--- config.mk ---
export PLATFORM = sky130hd
export DESIGN_NAME = cfg_serializer
export DESIGN_NICKNAME = d
export VERILOG_FILES = /design/src/rtl/cfg_ser_pkg.sv /design/src/rtl/cfg_ser_clkgen.sv /design/src/rtl/cfg_ser_lanes.sv /design/src/rtl/cfg_ser_ctrl.sv /design/src/rtl/cfg_serializer.sv
export SDC_FILE = /design/constraint.sdc
export NUM_CORES = 1
export LEC_CHECK = 0
export ABC_AREA = 1
export CELL_PAD_IN_SITES_DETAIL_PLACEMENT = 0
export CELL_PAD_IN_SITES_GLOBAL_PLACEMENT = 2
export CORE_ASPECT_RATIO = 1.1
export CORE_MARGIN = 5
export CORE_UTILIZATION = 39
export CTS_BUF_LIST = sky130_fd_sc_hd__clkbuf_16
export CTS_CLUSTER_SIZE = 16
export DETAILED_ROUTE_END_ITERATION = 10
export DONT_BUFFER_PORTS = 1
export PLACE_DENSITY_LB_ADDON = 0.1
export SLEW_MARGIN = 30
export SYNTH_ARGS = -nofsm -noshare
export SYNTH_HDL_FRONTEND = slang
export SYNTH_SLANG_ARGS = --single-unit
--- constraint.sdc ---
create_clock -name clk -period 2.6 [get_ports clk]
set_input_delay 0.13 -clock clk [delete_from_list [all_inputs] [get_ports clk]]
set_output_delay 0.13 -clock clk [all_outputs]
set_load 0.03 [all_outputs]
--- src/rtl/cfg_ser_pkg.sv ---
package cfg_ser_pkg;
  localparam int unsigned BYTE_W    = 8;
  localparam int unsigned MAX_LANES = 8;
  localparam int unsigned MODE_W    = 3;

  typedef enum logic {S_COLLECT = 1'b0, S_SEND = 1'b1} ser_state_e;

  // Parallel mode when bit 2 of the mode is set.
  function automatic logic is_par(input logic [MODE_W-1:0] m);
    return m[2];
  endfunction

  // Number of chains driven in a chain mode: 1, 2, 4 or 8.
  function automatic logic [3:0] lanes_of(input logic [MODE_W-1:0] m);
    if (m[2]) return 4'd1;
    return 4'd1 << m[1:0];
  endfunction

  // Index of the last byte in a group.
  function automatic logic [2:0] group_last(input logic [MODE_W-1:0] m);
    logic [3:0] n;
    n = lanes_of(m) - 4'd1;
    return n[2:0];
  endfunction

  // Index of the last DCLK beat in a group.
  function automatic logic [2:0] beat_last(input logic [MODE_W-1:0] m);
    return m[2] ? 3'd0 : 3'd7;
  endfunction

  // Lines that may carry data in the given mode.
  function automatic logic [MAX_LANES-1:0] lane_mask(input logic [MODE_W-1:0] m);
    logic [MAX_LANES-1:0] mk;
    for (int l = 0; l < int'(MAX_LANES); l++)
      mk[l] = m[2] || (4'(l) < lanes_of(m));
    return mk;
  endfunction
endpackage

--- src/rtl/cfg_ser_clkgen.sv ---
module cfg_ser_clkgen #(
  parameter int unsigned DIV_W = 8
) (
  input  logic             clk,
  input  logic             rst_n,
  input  logic             run,
  input  logic [DIV_W-1:0] div,
  output logic             dclk,
  output logic             fall_evt
);
  logic [DIV_W-1:0] hcnt;
  logic             phase_end;

  assign phase_end = (hcnt == div);
  assign fall_evt  = run && dclk && phase_end;

  always_ff @(posedge clk or negedge rst_n) begin
    if (!rst_n) begin
      hcnt <= '0;
      dclk <= 1'b0;
    end else if (!run) begin
      hcnt <= '0;
      dclk <= 1'b0;
    end else if (phase_end) begin
      hcnt <= '0;
      dclk <= ~dclk;
    end else begin
      hcnt <= hcnt + 1'b1;
    end
  end


  hcnt_bound_chk: assert property (@(posedge clk) disable iff (!rst_n)
    run |-> (hcnt <= div));


  rise_needs_run_chk: assert property (@(posedge clk) disable iff (!rst_n)
    $rose(dclk) |-> $past(run));
endmodule

--- src/rtl/cfg_ser_lanes.sv ---
module cfg_ser_lanes
  import cfg_ser_pkg::*;
#(
  parameter int unsigned LANES = MAX_LANES,
  localparam int unsigned SLOT_W = $clog2(LANES)
) (
  input  logic              clk,
  input  logic              rst_n,
  input  logic              load,
  input  logic [SLOT_W-1:0] slot,
  input  logic [BYTE_W-1:0] in_data,
  input  logic              shift,
  input  logic              sending,
  input  logic [MODE_W-1:0] mode,
  output logic [LANES-1:0]  dout
);
  logic [BYTE_W-1:0] sh [LANES];
  logic [LANES-1:0]  mask;

  assign mask = lane_mask(mode);

  for (genvar l = 0; l < int'(LANES); l++) begin : g_lane
    always_ff @(posedge clk or negedge rst_n) begin
      if (!rst_n)
        sh[l] <= '0;
      else if (load && slot == SLOT_W'(l))
        sh[l] <= in_data;
      else if (shift)
        sh[l] <= sh[l] >> 1;
    end

    always_comb begin
      if (!sending)
        dout[l] = 1'b0;
      else if (is_par(mode))
        dout[l] = sh[0][l];
      else
        dout[l] = mask[l] & sh[l][0];
    end
  end


  unused_low_chk: assert property (@(posedge clk) disable iff (!rst_n)
    (sending && !is_par(mode)) |-> ((dout & ~mask) == '0));
endmodule

--- src/rtl/cfg_ser_ctrl.sv ---
module cfg_ser_ctrl
  import cfg_ser_pkg::*;
#(
  parameter int unsigned DIV_W = 8,
  parameter int unsigned LANES = MAX_LANES,
  localparam int unsigned SLOT_W = $clog2(LANES)
) (
  input  logic              clk,
  input  logic              rst_n,
  input  logic [MODE_W-1:0] cfg_mode,
  input  logic [DIV_W-1:0]  cfg_div,
  input  logic              in_valid,
  input  logic              fall_evt,
  output logic              in_ready,
  output logic              idle,
  output logic              accept,
  output logic              sending,
  output logic [SLOT_W-1:0] slot,
  output logic [MODE_W-1:0] mode_q,
  output logic [DIV_W-1:0]  div_q
);
  ser_state_e        state;
  logic [2:0]        beat;
  logic [MODE_W-1:0] eff_mode;
  logic              group_full;

  assign in_ready   = (state == S_COLLECT);
  assign sending    = (state == S_SEND);
  assign idle       = in_ready && (slot == '0);
  assign accept     = in_valid && in_ready;
  assign eff_mode   = (slot == '0) ? cfg_mode : mode_q;
  assign group_full = (slot == SLOT_W'(group_last(eff_mode)));

  always_ff @(posedge clk or negedge rst_n) begin
    if (!rst_n) begin
      state  <= S_COLLECT;
      slot   <= '0;
      beat   <= '0;
      mode_q <= '0;
      div_q  <= '0;
    end else begin
      case (state)
        S_COLLECT: if (accept) begin
          if (slot == '0) begin
            mode_q <= cfg_mode;
            div_q  <= cfg_div;
          end
          if (group_full) begin
            state <= S_SEND;
            slot  <= '0;
            beat  <= '0;
          end else begin
            slot <= slot + 1'b1;
          end
        end
        S_SEND: if (fall_evt) begin
          if (beat == beat_last(mode_q)) state <= S_COLLECT;
          else                           beat  <= beat + 1'b1;
        end
        default: state <= S_COLLECT;
      endcase
    end
  end


  group_closes_chk: assert property (@(posedge clk) disable iff (!rst_n)
    (accept && group_full) |=> !in_ready);


  cfg_frozen_chk: assert property (@(posedge clk) disable iff (!rst_n)
    (sending && $past(sending)) |-> ($stable(mode_q) && $stable(div_q)));


  idle_ready_chk: assert property (@(posedge clk) disable iff (!rst_n)
    idle |-> in_ready);
endmodule

--- src/rtl/cfg_serializer.sv ---
module cfg_serializer
  import cfg_ser_pkg::*;
#(
  parameter int unsigned DIV_W = 8,
  localparam int unsigned LANES = MAX_LANES,
  localparam int unsigned SLOT_W = $clog2(LANES)
) (
  input  logic              clk,
  input  logic              rst_n,
  input  logic [MODE_W-1:0] cfg_mode,
  input  logic [DIV_W-1:0]  cfg_div,
  input  logic [BYTE_W-1:0] in_data,
  input  logic              in_valid,
  output logic              in_ready,
  output logic              idle,
  output logic              dclk,
  output logic [LANES-1:0]  dout
);
  logic              accept;
  logic              sending;
  logic              fall_evt;
  logic [SLOT_W-1:0] slot;
  logic [MODE_W-1:0] mode_q;
  logic [DIV_W-1:0]  div_q;

  cfg_ser_ctrl #(.DIV_W(DIV_W), .LANES(LANES)) u_ctrl (
    .clk      (clk),
    .rst_n    (rst_n),
    .cfg_mode (cfg_mode),
    .cfg_div  (cfg_div),
    .in_valid (in_valid),
    .fall_evt (fall_evt),
    .in_ready (in_ready),
    .idle     (idle),
    .accept   (accept),
    .sending  (sending),
    .slot     (slot),
    .mode_q   (mode_q),
    .div_q    (div_q)
  );

  cfg_ser_clkgen #(.DIV_W(DIV_W)) u_clkgen (
    .clk      (clk),
    .rst_n    (rst_n),
    .run      (sending),
    .div      (div_q),
    .dclk     (dclk),
    .fall_evt (fall_evt)
  );

  cfg_ser_lanes #(.LANES(LANES)) u_lanes (
    .clk     (clk),
    .rst_n   (rst_n),
    .load    (accept),
    .slot    (slot),
    .in_data (in_data),
    .shift   (fall_evt),
    .sending (sending),
    .mode    (mode_q),
    .dout    (dout)
  );


  dout_hold_chk: assert property (@(posedge clk) disable iff (!rst_n)
    (dclk && $past(dclk)) |-> $stable(dout));


  quiet_bus_chk: assert property (@(posedge clk) disable iff (!rst_n)
    !sending |-> (!dclk && dout == '0));


  first_low_chk: assert property (@(posedge clk) disable iff (!rst_n)
    $rose(sending) |-> !dclk);
endmodule

Word level (Yosys, flattened, before mapping) --
Index checks and enable logic that the tools add are counted.
Word-level totals: register bits after elaboration 91, bits in latches 0, bits in writable memories 0, ROM bits 0, input port bits 22, output and inout port bits 11, logic and storage cells 141, memories kept 0
Cells by class: add/sub/neg operators 4, multipliers 0, div/mod/pow operators 0, magnitude comparators 8, equal/unequal tests 15, shift operators 2, muxes and demuxes 55, bitwise gates (word level) 10, reductions and logical operators 32
Operators with widths (number):
- $mux W8 | 18
- $mux W3 | 9
- $mux W1 | 24
- $lt A3 B4 Y1 const A | 4
- $reduce_bool A2 Y1 | 8
- $eq A3 B3 Y1 const B | 4
- $logic_and A1 B1 Y1 | 12
- $add A8 B1 Y8 const B | 1
- $and A1 B1 Y1 | 8
- $eq A8 B8 Y1 | 1
- $logic_or A1 B1 Y1 | 8
- $lt A1 B4 Y1 const A | 2
- $lt A2 B4 Y1 const A | 2
- $mux W4 | 2
- $add A3 B1 Y3 const B | 2
- $eq A3 B2 Y1 const B | 2
- $eq A3 B3 Y1 | 2
- $ne A2 B2 Y1 const B | 3
- $pmux W3 S2 | 1
- $ne A2 B1 Y1 const B | 2
- $reduce_and A4 Y1 | 1
- $shl A1 B2 Y4 const A | 1
- $eq A3 B1 Y1 const B | 1
- $logic_not A3 Y1 | 1
- other kinds (6) | 7

Depth between registers and ports, before layout --
depth after elaboration 9, gate-level depth with buffers 13, gate-level depth less buffers 13

By module --
A second synthesis with hierarchy kept.
Second synthesis, totals: cells, all modules 693, area total of the unflattened synthesis 4988.5 um2
By module, submodules not included:
- cfg_ser_lanes | instances 1, cells each 509, area each 3457.1 um2, sequential area each 1601.5 um2
- cfg_ser_ctrl | instances 1, cells each 106, area each 978.4 um2, sequential area each 450.4 um2
- cfg_ser_clkgen | instances 1, cells each 78, area each 553.0 um2, sequential area each 225.2 um2

Worst setup path before layout --
OpenSTA, ideal clock, no wires.
path type flip-flop to flip-flop, start point register u_ctrl.slot[0], end point register u_ctrl.beat[0], library setup time 118 ps, arrival time 1991 ps, data required time 2482 ps, path slack 491 ps, stages on the path, launching flop included 14, buffers on the path 0, path through dfrtp_1 -> inv_1 -> ha_1 -> nand2_4 -> nand2_2 -> nand2_4 -> nand2_1 -> nand2_1 -> ha_1 -> xor2_1 -> xor2_1 -> nand3_2 -> nand3_1 -> nand2_1
On the way: cells in the longest elaborated chain, start to end 8, elaborated cells on any way between the ends 9
Ends and longest elaborated chain:
- start: declaration | RTL line cfg_ser_ctrl.sv:18 | output logic [SLOT_W-1:0] slot,
- start signal: assignment | RTL line cfg_ser_ctrl.sv:53 | slot <= slot + 1'b1;
- $logic_not A3 Y1 | RTL line cfg_ser_ctrl.sv:31 | assign eff_mode = (slot == '0) ? cfg_mode : mode_q;
- $mux W3 | RTL line cfg_ser_ctrl.sv:31
- $shl A1 B2 Y3 or $mux W1 (tied branches) | RTL line cfg_ser_pkg.sv:16, cfg_ser_pkg.sv:15
- $mux W3 | RTL line cfg_ser_pkg.sv:16 | return 4'd1 << m[1:0];
- $sub A3 B1 Y3 | RTL line cfg_ser_pkg.sv:22 | n = lanes_of(m) - 4'd1;
- $eq A3 B3 Y1 * | RTL line cfg_ser_ctrl.sv:32 | assign group_full = (slot == SLOT_W'(group_last(eff_mode)));
- $ne A2 B2 Y1 (no source line) *
- $reduce_and A4 Y1 (no source line) *
- end signal: assignment | RTL line cfg_ser_ctrl.sv:58 | else beat <= beat + 1'b1;
- end: declaration | RTL line cfg_ser_ctrl.sv:23 | logic [2:0] beat;
Every way passes the cells marked *; elsewhere a longest branch is shown, timed or not. A chain may end at the register's enable or synchronous reset.

Worst setup path in the final report --
start point register u_ctrl.slot[0], end point register u_ctrl.slot[1]
On the way: cells in the longest elaborated chain, start to end 7, elaborated cells on any way between the ends 9
Ends and longest elaborated chain:
- $logic_not A3 Y1 | RTL line cfg_ser_ctrl.sv:31
- $mux W3 | RTL line cfg_ser_ctrl.sv:31
- $shl A1 B2 Y3 or $mux W1 (tied branches) | RTL line cfg_ser_pkg.sv:16, cfg_ser_pkg.sv:15
- $mux W3 | RTL line cfg_ser_pkg.sv:16
- $sub A3 B1 Y3 | RTL line cfg_ser_pkg.sv:22
- $eq A3 B3 Y1 | RTL line cfg_ser_ctrl.sv:32
- $mux W3 * | RTL line cfg_ser_ctrl.sv:48 | if (group_full) begin
Marks and branches as above.

==> run summary <==
RD Place Congestion: 0.7921
Lkg Pwr: 2.594 nW
Net Sw Frac: 37.94%
Core Rows: 41
Largest net degree at the start of global routing: 92
Min cycle time layout: 2.340 ns
All-Layer GR Usage: 17.32%
Via density: 5.055
Setup TNS: 0 ns
Total congestion overflow: 0
Synth unique cells: 33
Routed vias: 3614
Reg power frac: 43.2%
Slew HR: 50.37%
Worst Path Required: 2.82 ns
Fin. max-slew vios: 0
Inserted Diodes: 0
Sw power: 2.120 mW
Layout cells sized above 1: 10.09%
Clock power share: 23.0%
Routed wire length: 11.52 mm
Hold Path Origin: in_valid
Final setup vio count: 0
Initial antenna violation count: 0
Critical path class: reg2reg
Area delta synth->final: 11.80%
Overall die height: 124.1 um
Combinational power share: 33.8%
CTS buffer count: 9
Filler cells: 1182
Top cells by area, synth: dfrtp_1 (49%), nand2_1 (14%), nand3_1 (4.8%)
Clock Tree Root: clkbuf_16
Post-Syn Nets: 575
Yosys top cell area share: 49.35%
Area of the multi-input gates: 0.002024 mm2
Sink Count: 91
Sequential cell area: 0.002277 mm2
Syn Area/Cell: 8.482 um2
DRT antenna net count: 0
Post-synthesis sequential area ratio: 49.35%
PwrDens: 1083 mW/mm2
Fmax: 427.4 MHz
Register bit total from synthesis: 91
First-pass GRT wire length: 18.69 mm
IO Count: 33
Critical R2R Launch: u_ctrl.slot[0]
Post-CTS setup buffers: 0
HP Class: in2reg
Clk_lat worst skew: 0.34 ns
Critical Path AT: 2.56 ns
Hold WS: 0.01476 ns
Initial Utilization: 39.98%
H-tree depth: 3
Vias in the first global route: 3419
Critical path fanouts, max: 7
CP Launch Point: u_ctrl.slot[0]
CP endpoint kind: flip-flop
MaxCap Viol Count: 0
IO buf count: 0
Final Skew: 0.004610 ns
Clock slew at reported path FFs: 0.06 ns
Synth area leader: dfrtp_1
Core Region: 0.01154 mm2
Worst setup SP type: flip-flop
Clock Tree Buf Depth: 2
Final layout net count: 591
Hold Violations, Final: 0
CTS tree: done
Wire length per cell: 16.12 um
Yosys Warn Count: 0
Gate Count Post-Synth: 544
Tcrit/Tclk final: 89.99%
VDD IR max: 0.0003839 V
Drt drc: 0
Cell Area, Synth: 0.004614 mm2
Status: finished clean
P_int: 3.468 mW
Drt pass-1 iters: 4
Tightest Pin Transition: 0.7468 ns
Die area: 0.01411 mm2
DRT iter0 DRCs: 232
Post-DP HPWL: 7.531 mm
DIE WIDTH: 113.7 um
RSZ-0062 raised after global routing: no
## sequential cells by signal, indices dropped and copies added, names as in the netlist
| name | flops |
|---|---|
| u_clkgen.dclk | 1 |
| u_clkgen.hcnt | 8 |
| u_ctrl.beat | 3 |
| u_ctrl.div_q | 8 |
| u_ctrl.mode_q | 3 |
| u_ctrl.sending | 1 |
| u_ctrl.slot | 3 |
| u_lanes.sh | 64 |
## kinds of logic after synthesis
logic type,synth area share [%]
muxes,1.464
DFF,49.35
adders and majority gates,2.440
buffers and inverters,6.833
AOI/OAI and AO/OA,11.04
xor gates and xnor gates,2.278
and+or+nand+nor,26.60
## cells in the mapped netlist (all sizes together)
master and instances:
nand2 177, dfrtp 91, nor2 51, nand3 48
inv 37, a31oi 34, o21ai 26, buf 20
a21oi 11, ha 9, xnor2 8, o211ai 7
mux2 6, o221ai 5, nor3 4, xor2 4
a21o 1, a22oi 1, and3 1, nand3b 1
nand4 1, or2 1
## final timing paths
kind | end | slack [ns] | cells after the start
worst max-delay path | u_ctrl.slot[1] | 0.26 | 13
worst min-delay path | u_ctrl.mode_q[1] | 0.01 | 2
worst max register to register | u_ctrl.slot[1] | 0.26 | 13
worst min register to register | u_lanes.sh[52] | 0.48 | 2
max in group asynchronous | u_ctrl.slot[0] | 1.80 | 2
min in group asynchronous | u_ctrl.mode_q[1] | 0.34 | 2
## cell type report
cell class	instances	area share (%)
tap	150	3.638
multi-input combinational	396	39.24
inverter	37	2.789
timing repair buffer	25	4.657
sequential	91	44.14
clock buffer	9	4.366
clock inverter	7	1.164
## critical path: stages (launching register included)
cell     delay [ns]
dfrtp_1        0.43
inv_1          0.16
ha_2           0.31
nand2_4        0.11
nand2_2        0.08
nand2_4        0.07
nand2_1        0.09
nand2_1        0.06
ha_1           0.21
xor2_1         0.17
xor2_1         0.25
nand2_1        0.14
nand3_1        0.09
o21ai_1        0.07
## what timing repair did
action / CTS / global route
hold buffers: 14 / 0
gates resized for setup: 0 / 1
setup endpoints to repair: 0 / 6
endpoints found under the hold margin: 103 / 0
## through the flow
| stage | total power, mW | setup slack, ns | instance area [um2] | instances | util (%) |
|---|---|---|---|---|---|
| 2_1_floorplan | 3.869 | 0.4911 | 4614 | 544 | - |
| 3_3_place_gp | 4.252 | 0.2776 | 4713 | 685 | 40.83 |
| 3_5_place_dp | 4.293 | 0.2000 | 4713 | 685 | 40.83 |
| 4_1_cts | 5.663 | 0.1862 | 5156 | 715 | 44.67 |
| 5_1_grt | 6.055 | 0.0008298 | 5159 | 715 | 44.69 |
| 6_report | 5.588 | 0.2602 | 5159 | 715 | 44.69 |
## power by group through the flow
stage	Sequential, mW	Clock [mW]	Combinational [mW]
global route	2.50	1.38	2.18
floorplan	2.32	0	1.55
global placement	2.43	0	1.82
finish	2.42	1.28	1.89
detailed placement	2.44	0	1.85
CTS	2.42	1.33	1.91
## placed cells by master, fill, tap and decap left out, types with 2 or more instances in the layout
master         count
clkinv_2           2
inv_2              9
a31oi_1           34
buf_4             11
o21ai_0           20
dlygate4sd3_1     13
nand3_1           44
nand2_4            3
o21ai_1            6
o211ai_1           7
xor2_1             4
nor2_4             3
a21oi_1           11
clkbuf_16          9
o221ai_1           5
clkinv_1           2
nand3_2            3
inv_1             27
dfrtp_1           91
nand2_2            5
mux2_2             5
xnor2_1            8
nor2_1            48
nand2_1          169
inv_4              2
ha_1               8
nor3_1             4
## metal layers
metal | up-vias | global-route usage [%] | wire length, um
met5 | - | 0 | 0
met4 | 0 | 6.086 | 195
met3 | 13 | 3.061 | 308
met2 | 38 | 28.65 | 5667
met1 | 1726 | 22.94 | 5352
li1 | 1837 | - | -
No activity file was read; power rests on OpenSTA's default activity.
